**src/rtl/gray3_pkg.sv**
```systemverilog
package gray3_pkg;
  localparam int GW = 3;
  typedef logic [GW-1:0] gcode_t;

  // excitation bundle for the three stages
  typedef struct packed {
    logic j_hi;
    logic k_hi;
    logic d_mid;
    logic t_lo;
  } excite_t;

  // successor in the reflected code, via binary (used by checks only)
  function automatic gcode_t gray_succ(input gcode_t g);
    gcode_t b;
    gcode_t n;
    b[GW-1] = g[GW-1];
    for (int i = GW - 2; i >= 0; i--) b[i] = b[i+1] ^ g[i];
    n = b + 1'b1;
    return n ^ (n >> 1);
  endfunction
endpackage

```
**src/rtl/stage_jk.sv**
```systemverilog
module stage_jk (
  input  logic clk,
  input  logic rst,
  input  logic j,
  input  logic k,
  output logic q
);
  always_ff @(posedge clk) begin
    if (rst) q <= 1'b0;
    else begin
      case ({j, k})
        2'b10:   q <= 1'b1;
        2'b01:   q <= 1'b0;
        2'b11:   q <= ~q;
        default: q <= q;
      endcase
    end
  end

  // R6 stage behaviour
  a_r6_jk_set:    assert property (@(posedge clk) disable iff (rst) (j && !k) |=> q);
  a_r6_jk_clear:  assert property (@(posedge clk) disable iff (rst) (!j && k) |=> !q);
  a_r6_jk_toggle: assert property (@(posedge clk) disable iff (rst) (j && k) |=> (q != $past(q)));
  a_r6_jk_hold:   assert property (@(posedge clk) disable iff (rst) (!j && !k) |=> $stable(q));
endmodule

```
**src/rtl/stage_d.sv**
```systemverilog
module stage_d (
  input  logic clk,
  input  logic rst,
  input  logic d,
  output logic q
);
  always_ff @(posedge clk) begin
    if (rst) q <= 1'b0;
    else     q <= d;
  end

  // R7 stage behaviour
  a_r7_d_load: assert property (@(posedge clk) disable iff (rst) 1'b1 |=> (q == $past(d)));
endmodule

```
**src/rtl/stage_t.sv**
```systemverilog
module stage_t (
  input  logic clk,
  input  logic rst,
  input  logic t,
  output logic q
);
  always_ff @(posedge clk) begin
    if (rst)    q <= 1'b0;
    else if (t) q <= ~q;
  end

  // R8 stage behaviour
  a_r8_t_toggle: assert property (@(posedge clk) disable iff (rst) t |=> (q != $past(q)));
  a_r8_t_hold:   assert property (@(posedge clk) disable iff (rst) !t |=> $stable(q));
endmodule

```
**src/rtl/gray3_excite.sv**
```systemverilog
module gray3_excite
  import gray3_pkg::*;
(
  input  gcode_t  cur,
  input  logic    en,
  output excite_t ex
);
  logic a, b, c;
  assign a = cur[2];
  assign b = cur[1];
  assign c = cur[0];

  always_comb begin
    if (en) begin
      ex.j_hi  = b & ~c;                 // set from 010
      ex.k_hi  = ~b & ~c;                // clear from 100
      ex.d_mid = (b & ~c) | (~a & c);
      ex.t_lo  = ~(a ^ b ^ c);           // even parity toggles
    end else begin
      ex.j_hi  = 1'b0;
      ex.k_hi  = 1'b0;
      ex.d_mid = b;
      ex.t_lo  = 1'b0;
    end
  end
endmodule

```
**src/rtl/gray3_mixed_counter.sv**
```systemverilog
module gray3_mixed_counter
  import gray3_pkg::*;
(
  input  logic          clk,
  input  logic          rst,
  input  logic          cnt_en,
  output logic [GW-1:0] gray_q
);
  excite_t ex;
  logic    q_hi, q_mid, q_lo;

  gray3_excite u_ex (
    .cur (gray_q),
    .en  (cnt_en),
    .ex  (ex)
  );

  stage_jk u_hi (
    .clk (clk), .rst (rst), .j (ex.j_hi), .k (ex.k_hi), .q (q_hi)
  );
  stage_d u_mid (
    .clk (clk), .rst (rst), .d (ex.d_mid), .q (q_mid)
  );
  stage_t u_lo (
    .clk (clk), .rst (rst), .t (ex.t_lo), .q (q_lo)
  );

  assign gray_q = {q_hi, q_mid, q_lo};

  a_r1_reset:    assert property (@(posedge clk) rst |=> (gray_q == '0));
  a_r2_hold:     assert property (@(posedge clk) disable iff (rst) !cnt_en |=> $stable(gray_q));
  a_r3_succ:     assert property (@(posedge clk) disable iff (rst)
                                  cnt_en |=> (gray_q == gray_succ($past(gray_q))));
  a_r4_one_bit:  assert property (@(posedge clk) disable iff (rst)
                                  cnt_en |=> ($countones(gray_q ^ $past(gray_q)) == 1));
  a_r5_wrap:     assert property (@(posedge clk) disable iff (rst)
                                  (cnt_en && gray_q == 3'b100) |=> (gray_q == 3'b000));
endmodule

```
**config.mk**
```make
export PLATFORM = sky130hd
export DESIGN_NAME = gray3_mixed_counter
export DESIGN_NICKNAME = d
export VERILOG_FILES = /design/src/rtl/gray3_pkg.sv /design/src/rtl/stage_jk.sv /design/src/rtl/stage_d.sv /design/src/rtl/stage_t.sv /design/src/rtl/gray3_excite.sv /design/src/rtl/gray3_mixed_counter.sv
export SDC_FILE = /design/constraint.sdc
export NUM_CORES = 1
export LEC_CHECK = 0
export ABC_AREA = 0
export BUFFER_PORTS_ARGS = -buffer_cell sky130_fd_sc_hd__buf_2
export CORE_AREA = 2 2 39 41
export DETAILED_ROUTE_END_ITERATION = 8
export DIE_AREA = 0 0 41 43
export GPL_TIMING_DRIVEN = 0
export SLEW_MARGIN = 10
export SYNTH_ARGS = -nofsm -noshare
export SYNTH_HDL_FRONTEND = slang
export SYNTH_SLANG_ARGS = --single-unit
```
**constraint.sdc**
```tcl
create_clock -name clk -period 2 [get_ports clk]
set_input_delay 0.2 -clock clk [delete_from_list [all_inputs] [get_ports clk]]
set_output_delay 0.2 -clock clk [all_outputs]
set_load 0.01 [all_outputs]
```
==> flow_metrics.py <==
metrics = {
    "run_status": {
        "outcome": "complete, no violations",
    },
    "floorplan": {
        "core_um2": 1380,
        "dieArea_um2": 1760,
        "io_pins": 6,
        "rows": 14,
        "initial_core_util_pct": 10.0,
        "fp.dieH_um": 43,
        "die_w_um": 41,
    },
    "final_layout": {
        "final_util_pct": 15.2,
        "nets": 27,
        "stdcell_area_um2": 210,
        "seqCellArea_um2": 60.1,
        "drive_gt1_share_pct": 47.8,
        "antenna_cells": 0,
        "area_growth_pct": 51.4,
        "multi_input_area_um2": 56.3,
        "fillers": 166,
    },
    "setup_path": {
        "critPathKind": "reg2out",
        "end_kind": "output pin",
        "rrSetupSlack_ns": 1.14,
        "r2r_end": "u_hi.q",
        "worstPathRequired_ns": 1.80,
        "worstReg2RegStart": "u_lo.q",
        "critPathArrivalTime_ns": 0.84,
        "start_kind": "register",
        "cp-endpoint": "gray_q[1]",
        "reg2reg_depth": 3,
        "cp_max_fo": 4,
    },
    "route": {
        "wl_um": 251,
        "drtAntennaViolNets": 0,
        "wl_per_cell_um": 6.44,
        "via_count": 115,
        "drtPass1Iterations": 2,
        "drc": 0,
        "vias_per_cell": 2.95,
        "drt_iter0_drc": 2,
    },
    "clocking": {
        "clock-sinks": 3,
        "clock-root-buffer": "clkbuf_4",
        "cts_tree": "built",
        "clock_latency_ns": 0.23,
        "cts_buffers": 3,
        "ctsHtreeMaxLevel": 1,
        "path_clk_slew_ns": 0.04,
        "cts_setup_buffers": 0,
        "hold_buffers": 0,
        "cts_resized": 0,
        "clock_path_buffers": 2,
    },
    "power": {
        "power_density_nw_per_um2": 941,
        "irDropWorstVdd_v": 0.000157,
        "pwr-share-seq_pct": 34.9,
        "intPower_mw": 0.154,
        "clock_power_share_pct": 52.9,
        "power_switching_share_pct": 22.3,
        "power_switching_mw": 0.0440,
        "leakage_nw": 0.101,
        "p_comb_share_pct": 12.2,
    },
    "timing": {
        "final-setup-viol-count": 0,
        "tightest_slew_ns": 0.223,
        "slew_headroom_pct": 85.0,
        "finalCriticalPeriod_ns": 1.04,
        "hold_viol": 0,
        "slew_viol_final": 0,
        "skew_ns": 0.000966,
        "rsz0062_at_grt": "false",
        "period_share_pct": 52.0,
        "final.setup.tns_ns": 0,
        "fmax_mhz": 961,
    },
    "global_routing": {
        "grt_max_degree": 6,
        "grt_usage_pct": 3.61,
        "grt.overflow.total": 0,
        "grt_first_pass_wirelength_um": 303,
        "grt_pass1_vias": 89,
        "antenna_found_initial": 0,
    },
    "place": {
        "portBuffers": 5,
        "detailed_place.area_um2": 184,
        "gp_congestion": 0.475,
        "place_hpwl_um": 172,
    },
    "synthesis": {
        "seq_area_frac_synth_pct": 43.2,
        "mappedNetlistArea_um2": 139,
        "ys_types": 8,
        "yosys_warnings": 0,
        "synth_cells": 14,
        "synth_area_per_cell_um2": 9.92,
        "yosys_register_bits": 3,
        "synthesis.nets": 17,
    },
    "min_path": {
        "holdCritPathClass": "in2reg",
    },
    "flow_run": {
        "drv_cap": 0,
    },
}
[area by class of cell]
type | count | area share [%]
Tap cell | 16 | 9.52
Timing Repair Buffer | 5 | 11.9
Clock buffer | 4 | 12.5
Buffer | 3 | 10.7
Sequential cell | 3 | 28.6
Multi-Input combinational cell | 8 | 26.8
[synthesized netlist by cell type]
| master | number | area [um^2] |
|---|---|---|
| a311oi_1 | 1 | 8.76 |
| xnor2_1 | 1 | 8.76 |
| mux2i_1 | 2 | 20.0 |
| nor2_1 | 2 | 7.51 |
| buf_4 | 3 | 22.5 |
| a21oi_1 | 1 | 5.00 |
| nand2b_1 | 1 | 6.26 |
| dfxtp_1 | 3 | 60.1 |
[worst max-delay path, stage by stage, from the launching register on]
cell and delay (ns):
dfxtp_1 0.38, buf_4 0.12, buf_2 0.11
[power by group through the flow]
stage                     combinational, mW  clock [mW]  sequential [mW]
after floorplan                      0.0166           0           0.0689
after global placement               0.0241           0           0.0697
after detailed placement             0.0244           0           0.0698
after CTS                            0.0245       0.113           0.0689
after global routing                 0.0271       0.116           0.0696
final                                0.0242       0.105           0.0690
[how the worst min path moves through the flow]
stage / cells after the start / end / from / slack [ns]
CTS: 2 / u_hi.q / rst / 0.16
global route: 2 / u_hi.q / rst / 0.17
floorplan: 1 / u_hi.q / rst / 0.27
global placement: 2 / u_lo.q / rst / 0.40
finish: 2 / u_hi.q / rst / 0.17
detailed placement: 2 / u_lo.q / rst / 0.41
[routing by layer]
| layer | vias to the layer above | GRT usage, % | share of wire (%) |
|---|---|---|---|
| met2 | 6 | 2.19 | 38 |
| met1 | 46 | 3.54 | 46 |
| met4 | 0 | 8.00 | 0 |
| met3 | 0 | 3.14 | 15 |
| li1 | 63 | - | - |
| met5 | - | 0 | 0 |
[cell families (layout without fill, tap and decap cells)]
kind of cell	count (synthesis)	in the layout	synth area share (%)
DFF	3	3	43.2
and+or+nand+nor	3	3	9.91
buffers and inverters	3	12	16.2
AOI/OAI and AO/OA	2	2	9.91
muxes	2	2	14.4
xor gates and xnor gates	1	1	6.31
[placed cells by master, fill, tap and decap left out]
master | Yosys | routed
xnor2_1 | 1 | 1
nor2_1 | 2 | 2
buf_4 | 3 | 3
clkbuf_4 | 0 | 3
mux2i_1 | 2 | 2
a311oi_1 | 1 | 1
nand2b_1 | 1 | 1
a21oi_1 | 1 | 1
buf_2 | 0 | 5
clkbuf_1 | 0 | 1
dfxtp_1 | 3 | 3
[stage by stage]
stage / hold WS (ns) / power [mW] / setup WS, ns / std cells
after global placement: 0.403 / 0.0938 / 1.16 / 35
final: 0.165 / 0.198 / 0.959 / 39
after floorplan: 0.272 / 0.0855 / 1.20 / 14
after global routing: 0.171 / 0.212 / 0.897 / 39
after CTS: 0.156 / 0.207 / 0.940 / 39
after detailed placement: 0.407 / 0.0943 / 1.15 / 35
Power figures use the tool's default switching activity.
